**config.mk**
```make
export PLATFORM = sky130hd
export DESIGN_NAME = pcbf_tx
export DESIGN_NICKNAME = d
export VERILOG_FILES = /design/src/rtl/pcbf_pkg.sv /design/src/rtl/pcbf_crc4.sv /design/src/rtl/pcbf_bit_timer.sv /design/src/rtl/pcbf_tx.sv
export SDC_FILE = /design/constraint.sdc
export NUM_CORES = 1
export LEC_CHECK = 0
export BUFFER_PORTS_ARGS = -buffer_cell sky130_fd_sc_hd__buf_2
export CORE_ASPECT_RATIO = 0.7
export CORE_MARGIN = 1
export CORE_UTILIZATION = 35
export DETAILED_ROUTE_END_ITERATION = 16
export GPL_ROUTABILITY_DRIVEN = 0
export HOLD_SLACK_MARGIN = 0.08
export PLACE_DENSITY = 0.52
export SYNTH_ARGS = -nofsm -noshare
export SYNTH_HDL_FRONTEND = slang
export SYNTH_HIERARCHICAL = 1
export SYNTH_SLANG_ARGS = --single-unit
```
**constraint.sdc**
```tcl
create_clock -name clk -period 2 [get_ports clk]
set_clock_uncertainty 0.05 [all_clocks]
set_input_delay 0.3 -clock clk [delete_from_list [all_inputs] [get_ports clk]]
set_output_delay 0.3 -clock clk [all_outputs]
set_load 0.02 [all_outputs]
```
**src/rtl/pcbf_pkg.sv**
```systemverilog
package pcbf_pkg;
    localparam int FRAME_LEN = 20;
    localparam int PAYLOAD_W = 14;
    localparam int CRC_W     = 4;
    localparam int IDX_W     = $clog2(FRAME_LEN);

    typedef enum logic [1:0] {
        ST_IDLE = 2'd0,
        ST_SEND = 2'd1,
        ST_DONE = 2'd2
    } pcbf_state_e;
endpackage

```
**src/rtl/pcbf_crc4.sv**
```systemverilog
module pcbf_crc4 #(
    parameter int DATA_W = 14
) (
    input  logic [DATA_W-1:0] data,
    output logic [3:0]        crc
);
    always_comb begin
        logic [3:0] c;
        logic       fb;
        c = 4'b0000;
        for (int i = DATA_W - 1; i >= 0; i--) begin
            fb = data[i] ^ c[3];
            c  = {c[2:0], 1'b0} ^ (fb ? 4'b0011 : 4'b0000);
        end
        crc = c;
    end
endmodule

```
**src/rtl/pcbf_bit_timer.sv**
```systemverilog
module pcbf_bit_timer #(
    parameter int TICKS_PER_BIT = 10
) (
    input  logic clk,
    input  logic rst_n,
    input  logic clear,
    input  logic run,
    input  logic tick,
    output logic period_end
);
    localparam int CW = (TICKS_PER_BIT > 1) ? $clog2(TICKS_PER_BIT) : 1;
    localparam logic [CW-1:0] LAST = CW'(TICKS_PER_BIT - 1);

    logic [CW-1:0] cnt;

    assign period_end = run && tick && (cnt == LAST);

    always_ff @(posedge clk or negedge rst_n) begin
        if (!rst_n)
            cnt <= '0;
        else if (clear || period_end)
            cnt <= '0;
        else if (run && tick)
            cnt <= cnt + 1'b1;
    end

    // counter never passes the last tick of a period
    a_r5_cnt_range: assert property (@(posedge clk) disable iff (!rst_n)
        cnt <= LAST);
    // without a tick the count holds
    a_r5_cnt_hold: assert property (@(posedge clk) disable iff (!rst_n)
        (!tick && !clear) |=> $stable(cnt));
endmodule

```
**src/rtl/pcbf_tx.sv**
```systemverilog
module pcbf_tx #(
    parameter int TICKS_PER_BIT = 10
) (
    input  logic       clk,
    input  logic       rst_n,
    input  logic       start,
    input  logic       ms_tick,
    input  logic [3:0] cutback,
    input  logic       crc_err_in,
    output logic       pwr_full,
    output logic       busy,
    output logic       done
);
    import pcbf_pkg::*;

    localparam logic [IDX_W-1:0] LAST_IDX = IDX_W'(FRAME_LEN - 1);

    pcbf_state_e          state, state_nx;
    logic [FRAME_LEN-1:0] frame_q;
    logic [IDX_W-1:0]     bit_idx;
    logic [PAYLOAD_W-1:0] payload;
    logic [CRC_W-1:0]     crc;
    logic                 period_end;
    logic                 accept;

    assign payload = {crc_err_in, cutback, 9'b0};
    assign accept  = (state == ST_IDLE) && start;

    pcbf_crc4 #(.DATA_W(PAYLOAD_W)) u_crc (
        .data (payload),
        .crc  (crc)
    );

    pcbf_bit_timer #(.TICKS_PER_BIT(TICKS_PER_BIT)) u_timer (
        .clk        (clk),
        .rst_n      (rst_n),
        .clear      (accept),
        .run        (state == ST_SEND),
        .tick       (ms_tick),
        .period_end (period_end)
    );

    // next-state logic
    always_comb begin
        state_nx = state;
        unique case (state)
            ST_IDLE: if (start) state_nx = ST_SEND;
            ST_SEND: if (period_end && bit_idx == LAST_IDX) state_nx = ST_DONE;
            ST_DONE: state_nx = ST_IDLE;
            default: state_nx = ST_IDLE;
        endcase
    end

    // state register and frame datapath
    always_ff @(posedge clk or negedge rst_n) begin
        if (!rst_n) begin
            state   <= ST_IDLE;
            frame_q <= '0;
            bit_idx <= '0;
        end else begin
            state <= state_nx;
            if (accept) begin
                frame_q <= {2'b10, payload, crc};
                bit_idx <= '0;
            end else if (state == ST_SEND && period_end && bit_idx != LAST_IDX) begin
                frame_q <= {frame_q[FRAME_LEN-2:0], 1'b0};
                bit_idx <= bit_idx + 1'b1;
            end
        end
    end

    // outputs
    always_comb begin
        pwr_full = 1'b1;
        busy     = 1'b0;
        done     = 1'b0;
        unique case (state)
            ST_IDLE: ;
            ST_SEND: begin
                busy     = 1'b1;
                pwr_full = frame_q[FRAME_LEN-1];
            end
            ST_DONE: begin
                busy = 1'b1;
                done = 1'b1;
            end
            default: ;
        endcase
    end

    // full power whenever no frame bit is on the line
    a_r1_idle_full: assert property (@(posedge clk) disable iff (!rst_n)
        !busy |-> pwr_full);
    // accepted start raises busy next cycle
    a_r2_start_busy: assert property (@(posedge clk) disable iff (!rst_n)
        (!busy && start) |=> busy);
    // bit index stays inside the frame
    a_r3_idx_range: assert property (@(posedge clk) disable iff (!rst_n)
        bit_idx <= LAST_IDX);
    // a cycle without a tick does not move the frame
    a_r5_no_tick_hold: assert property (@(posedge clk) disable iff (!rst_n)
        (state == ST_SEND && !ms_tick) |=> (state == ST_SEND && $stable(pwr_full) && $stable(bit_idx)));
    // start while sending leaves the frame alone
    a_r7_start_ignored: assert property (@(posedge clk) disable iff (!rst_n)
        (state == ST_SEND && start && !ms_tick) |=> ($stable(frame_q) && $stable(bit_idx)));
    // done is a single-cycle pulse that follows a busy cycle
    a_r8_done_single: assert property (@(posedge clk) disable iff (!rst_n)
        done |=> (!done && !busy));
    a_r8_done_after_busy: assert property (@(posedge clk) disable iff (!rst_n)
        done |-> ($past(busy) && busy));
endmodule

```
Word-level counts from Yosys, hierarchy flattened
Index checks and enable logic that the tools add are counted.
- shift-type cells: 0
- mux-type cells: 26
- magnitude comparators: 0
- $mul: 0
- equality and inequality tests: 7
- bitwise operators: 17
- reductions and logical operators: 12
- divide/modulo/power cells: 0
- add/sub/neg operators: 2
- operator list (operator ; count):
    XOR 4 bit ; 12
    2-to-1 mux 20 bit ; 2
    2-to-1 mux 2 bit ; 16
    2-to-1 mux 5 bit ; 2
    2-to-1 mux 4 bit ; 2
    logical AND 1 bit ; 6
    adder 5 x 1 -> 5 bit, second input constant ; 1
    equality test 5 bit, second input constant ; 1
    != test 5 bit, second input constant ; 1
    adder 4 x 1 -> 4 bit, second input constant ; 1
    equality test 4 bit, second input constant ; 1
    != test 2 bit, second input constant ; 2
    one-hot mux 2 bit (2 select lines) ; 1
    nonzero test 2 bit ; 2
    XOR 4 x 2 -> 4 bit ; 1
    2-to-1 mux 1 bit ; 3
    XOR 1 bit ; 3
    equality test 2 x 1 -> 1 bit, second input constant ; 1
    equality test 2 bit, second input constant ; 1
    logical NOT 2 bit ; 1
    AND reduction 2 bit ; 1
    OR reduction 2 bit ; 1
    logical OR 1 bit ; 1
    XOR 1 bit, second input constant ; 1
- bits in registers: 31
- memories: 0
- bits in writable memories: 0
- bits of input ports: 9
- logic and storage cells: 68
- output and inout bits: 3
- latch bits: 0
- bits in read-only memories: 0

Depth between registers and ports, before layout
- depth after elaboration: 31
- depth in mapped cells: 9
- gate-level depth less buffers: 8

Hierarchy
Netlist, hierarchy kept.
- by module, submodules not included (module ; instances ; area each (µm²) ; seq. area each (µm²) ; cells each):
    pcbf_tx ; 1 ; 1288.7 ; 675.6 ; 137
    pcbf_bit_timer ; 1 ; 226.5 ; 100.1 ; 23
    pcbf_crc4 ; 1 ; 222.7 ; 0.0 ; 19

Least setup slack after synthesis
No wires, ideal clock.
- path kind: register to register
- start: register state[1]
- end: register frame_q[1]
- buffers on the path: 1
- data arrival time: 1.673 ns
- setup slack: 0.151 ns
- stages on the path, launching flop included: 10
- clock period less this slack: 1.849 ns
- cell sequence: dfrtp_1 -> inv_1 -> ha_1 -> nand4_1 -> nor2_1 -> nand2_1 -> or2_4 -> buf_6 -> nand3_2 -> o211ai_2
- word-level cells in the longest chain between the ends: 6
- elaborated cells on any way between the ends: 9
- those cells by class: 1 x eq/ne; 1 x mux; 7 x reduce/logical
- ends and longest elaborated chain (what ; line ; source):
    from (decl) ; pcbf_tx.sv:18 ; pcbf_state_e state, state_nx;
    from (signal assigned) ; pcbf_tx.sv:61 ; state <= state_nx;
    equality test 2 x 1 -> 1 bit ; pcbf_tx.sv:38 ; .run (state == ST_SEND),
    logical AND 1 bit (2 in a row) ; pcbf_bit_timer.sv:16 ; assign period_end = run && tick && (cnt == LAST);
    via period_end ; pcbf_tx.sv:23 ; logic period_end;
    logical AND 1 bit (2 in a row) ; pcbf_tx.sv:65 ; end else if (state == ST_SEND && period_end && bit_idx != LAST_IDX) begin
    nonzero test 2 bit (no source line) ; -- ;
    to (signal assigned) ; pcbf_tx.sv:63 ; frame_q <= {2'b10, payload, crc};
    to (signal assigned) ; pcbf_tx.sv:66 ; frame_q <= {frame_q[FRAME_LEN-2:0], 1'b0};
    to (decl) ; pcbf_tx.sv:19 ; logic [FRAME_LEN-1:0] frame_q;
The timed path passes the listed nets, and every way through them passes these cells.
A chain may end at the register's enable or synchronous reset.

Worst setup path after layout
Same ends and word-level chain as after synthesis.

==> summary.md <==
| Metric | Value |
|---|---|
| FF+latch count, synth | `31` |
| Share of cells above drive strength 1 | `16.3%` |
| Total die area | `5260 um^2` |
| Primary FF master, synth | `dfrtp_1` |
| WL final | `3070 um` |
| Clock transition at path regs | `0.07 ns` |
| R2R cell count | `8` |
| Clk_lat worst skew | `0.28 ns` |
| Final Setup Violations | `0` |
| Yosys top cell by area | `dfrtp_1` |
| Commonest cells in the netlist | `nand2_1, dfrtp_1, nand3_1, xnor2_1, a21oi_1` |
| Unrepaired setup endpoints after global routing | `no` |
| Multi-input logic area | `952 um^2` |
| Final net count | `225` |
| Num CTS Buffers | `5` |
| Switch share | `32.3%` |
| Initial antenna violation count | `0` |
| Drt first pass iters | `4` |
| Worst hold path class | `input port to flop` |
| Port bufs | `11` |
| Number of remaining DRC errors | `0` |
| Max-slew headroom | `53.7%` |
| Reg2reg setup slack | `0.23 ns` |
| Max Cap Violations | `0` |
| Worst reg2reg startpoint | `state[1]` |
| CTS max path bufs | `2` |
| Maximum VDD drop | `0.803 mV` |
| Max Fclk | `0.566 GHz` |
| Antenna Nets Post-Route | `0` |
| Crit path kind | `flop to flop` |
| Inst Count DP | `269` |
| Synth-to-Final Area Change | `18.2%` |
| DPL Wire Length | `2100 um` |
| Post-synth cell types | `36` |
| Reg area | `776 um^2` |
| Leak | `0.956 nW` |
| Initial Util | `36.3%` |
| Final hold violation count | `0` |
| Clock share of power | `29.8%` |
| Min-Delay Startpoint | `cutback[3]` |
| Post-Route Setup TNS | `0 ns` |
| Vias in the first global route | `1,105` |
| Number of synthesized flops with an enable pin | `0` |
| Fillers | `485` |
| Via-per-instance ratio | `4.32` |
| Final Critical Period | `1.77 ns` |
| GRT Util Overall | `13.2%` |
| IO Pins | `12` |
| First-pass GRT wire length | `5200 um` |
| Largest net degree at the start of global routing | `32` |
| Synth top area cells | `dfrtp_1, nand2_1, xnor2_1` |
| Hold_ws | `0.208 ns` |
| Power Dens Cells | `1040 nW/um^2` |
| Switch Pwr | `693 uW` |
| Syn. warnings | `6` |
| H-tree levels | `2` |
| Fin crit share | `88.3%` |
| Horiz. Die Dim | `86.2 um` |
| Syn avg cell area | `9.71 um^2` |
| CTS tree | `built` |
| Avg WL per Cell | `11.0 um` |
| Final Max Slew Viols | `0` |
| Total number of vias | `1,200` |
| Critical Path Source | `state[1]` |
| Count leader, synth | `nand2_1` |
| Root Buffer | `clkbuf_8` |
| Num Clock Sinks | `31` |
| Core Box Area | `4780 um^2` |
| Run status | `complete, no violations` |
| Crit start category | `flop` |
| Critical Path Sink | `frame_q[1]` |
| Post-synth top area share | `44.6%` |
| Worst Max-Slew Pin Slew | `0.695 ns` |
| Non-filler cells, final | `278` |
| # diodes | `0` |
| Comb pwr share | `30.8%` |
| Critical path capture point type | `flop` |
| Syn Inst Count | `179` |
| Req. time, crit path | `2.10 ns` |
| Final Power | `2.15 mW` |
| Congestion Overflow GR | `0` |
| RR Endpoint | `frame_q[1]` |
| Cell area after synthesis | `1740 um^2` |
| Sequential cell area fraction in the yosys report | `44.6%` |
| Cell row count | `21` |
| Sequential Power Share | `39.4%` |
| Crit-path max FO | `21` |
| Critical path arrival | `1.87 ns` |
| Post-synth ARST share | `100%` |
| DR iter-0 viols | `46` |
| Setup Fix Bufs, Post-CTS | `0` |
| Int Pwr | `1.45 mW` |
| Die height | `61.0 um` |
-- flip-flops by register name, indices dropped and copies added, names as in the netlist --
name and cells:
bit_idx 5, u_timer/cnt 4, frame_q 20, state 2
-- cell families (layout without fill, tap and decap cells) --
| logic type | Yosys count | after routing | share of synthesized area, % |
|---|---|---|---|
| and+or+nand+nor | 80 | 80 | 21.5 |
| muxes | 2 | 2 | 1.30 |
| xor gates and xnor gates | 25 | 25 | 15.8 |
| DFF | 31 | 31 | 44.6 |
| buffers and inverters | 11 | 28 | 3.53 |
| AOI/OAI and AO/OA | 21 | 21 | 7.20 |
| adders and majority gates | 8 | 8 | 5.76 |
| other | 1 | 14 | 0.216 |
-- metal layers --
layer  vias up  wire (um)  part of all wire, %  track usage (%)
li1        628          -                    -                -
met1       547       1720                   56             19.9
met2        23       1190                   39             17.7
met3         2        135                  4.4             4.49
met4         0         14                 0.46             3.57
met5         -          0                    0                0
-- critical path, cell delays in order (launching register included) --
cell,delay [ns]
dfrtp_1,0.39
inv_1,0.12
ha_1,0.18
nand4_1,0.13
nor2_2,0.13
nand2_1,0.10
or2_4,0.34
nand3_2,0.11
o211ai_2,0.08
-- how the worst min path moves through the flow --
stage	to	depth (start not counted)
6_report	frame_q[16]	3
5_1_grt	frame_q[16]	3
4_1_cts	frame_q[15]	3
3_5_place_dp	frame_q[7]	1
3_3_place_gp	frame_q[8]	1
2_1_floorplan	bit_idx[0]	0
-- cells in the final DEF, fill, tap and decap left out, types with 3 or more instances in the layout --
cell	synthesis	layout
nand2_1	40	40
dfrtp_1	31	31
nand3_1	16	16
xnor2_1	15	15
conb_1	1	14
a21oi_1	12	12
buf_2	1	11
nor2_1	11	10
ha_1	8	8
clkbuf_8	0	6
xor2_1	5	5
inv_1	4	4
a31oi_1	3	3
buf_4	1	3
xnor3_1	3	3
-- metrics by stage --
stage	setup WS [ns]	area [um^2]	util [%]
detailed placement	0.202	1920	40.2
global route	0.0341	2050	43.0
floorplan	0.151	1790	-
CTS	0.191	2050	42.9
global placement	0.204	1920	40.2
finish	0.233	2050	43.0
-- layout make-up --
type	instances	share of cell area, %
Clock inverter	2	1.71
Timing Repair Buffer	16	5.24
Sequential cell	31	37.8
Clock buffer	6	4.02
Tap cell	69	4.20
Inverter	4	0.731
Multi-Input combinational cell	150	46.3
-- repair_timing --
item,4_1_cts,5_1_grt
endpoints found under the setup margin,0,5
hold endpoints to repair,31,0
gates resized for setup,0,1
hold buffers,1,0
-- power by group through the flow --
stage / clock network, mW / registers (mW) / logic [mW]
after floorplan: 0 / 0.837 / 0.517
after global placement: 0 / 0.864 / 0.666
after detailed placement: 0 / 0.857 / 0.671
after CTS: 0.654 / 0.847 / 0.675
after global routing: 0.684 / 0.867 / 0.756
final: 0.639 / 0.846 / 0.660
Power figures use the tool's default switching activity.
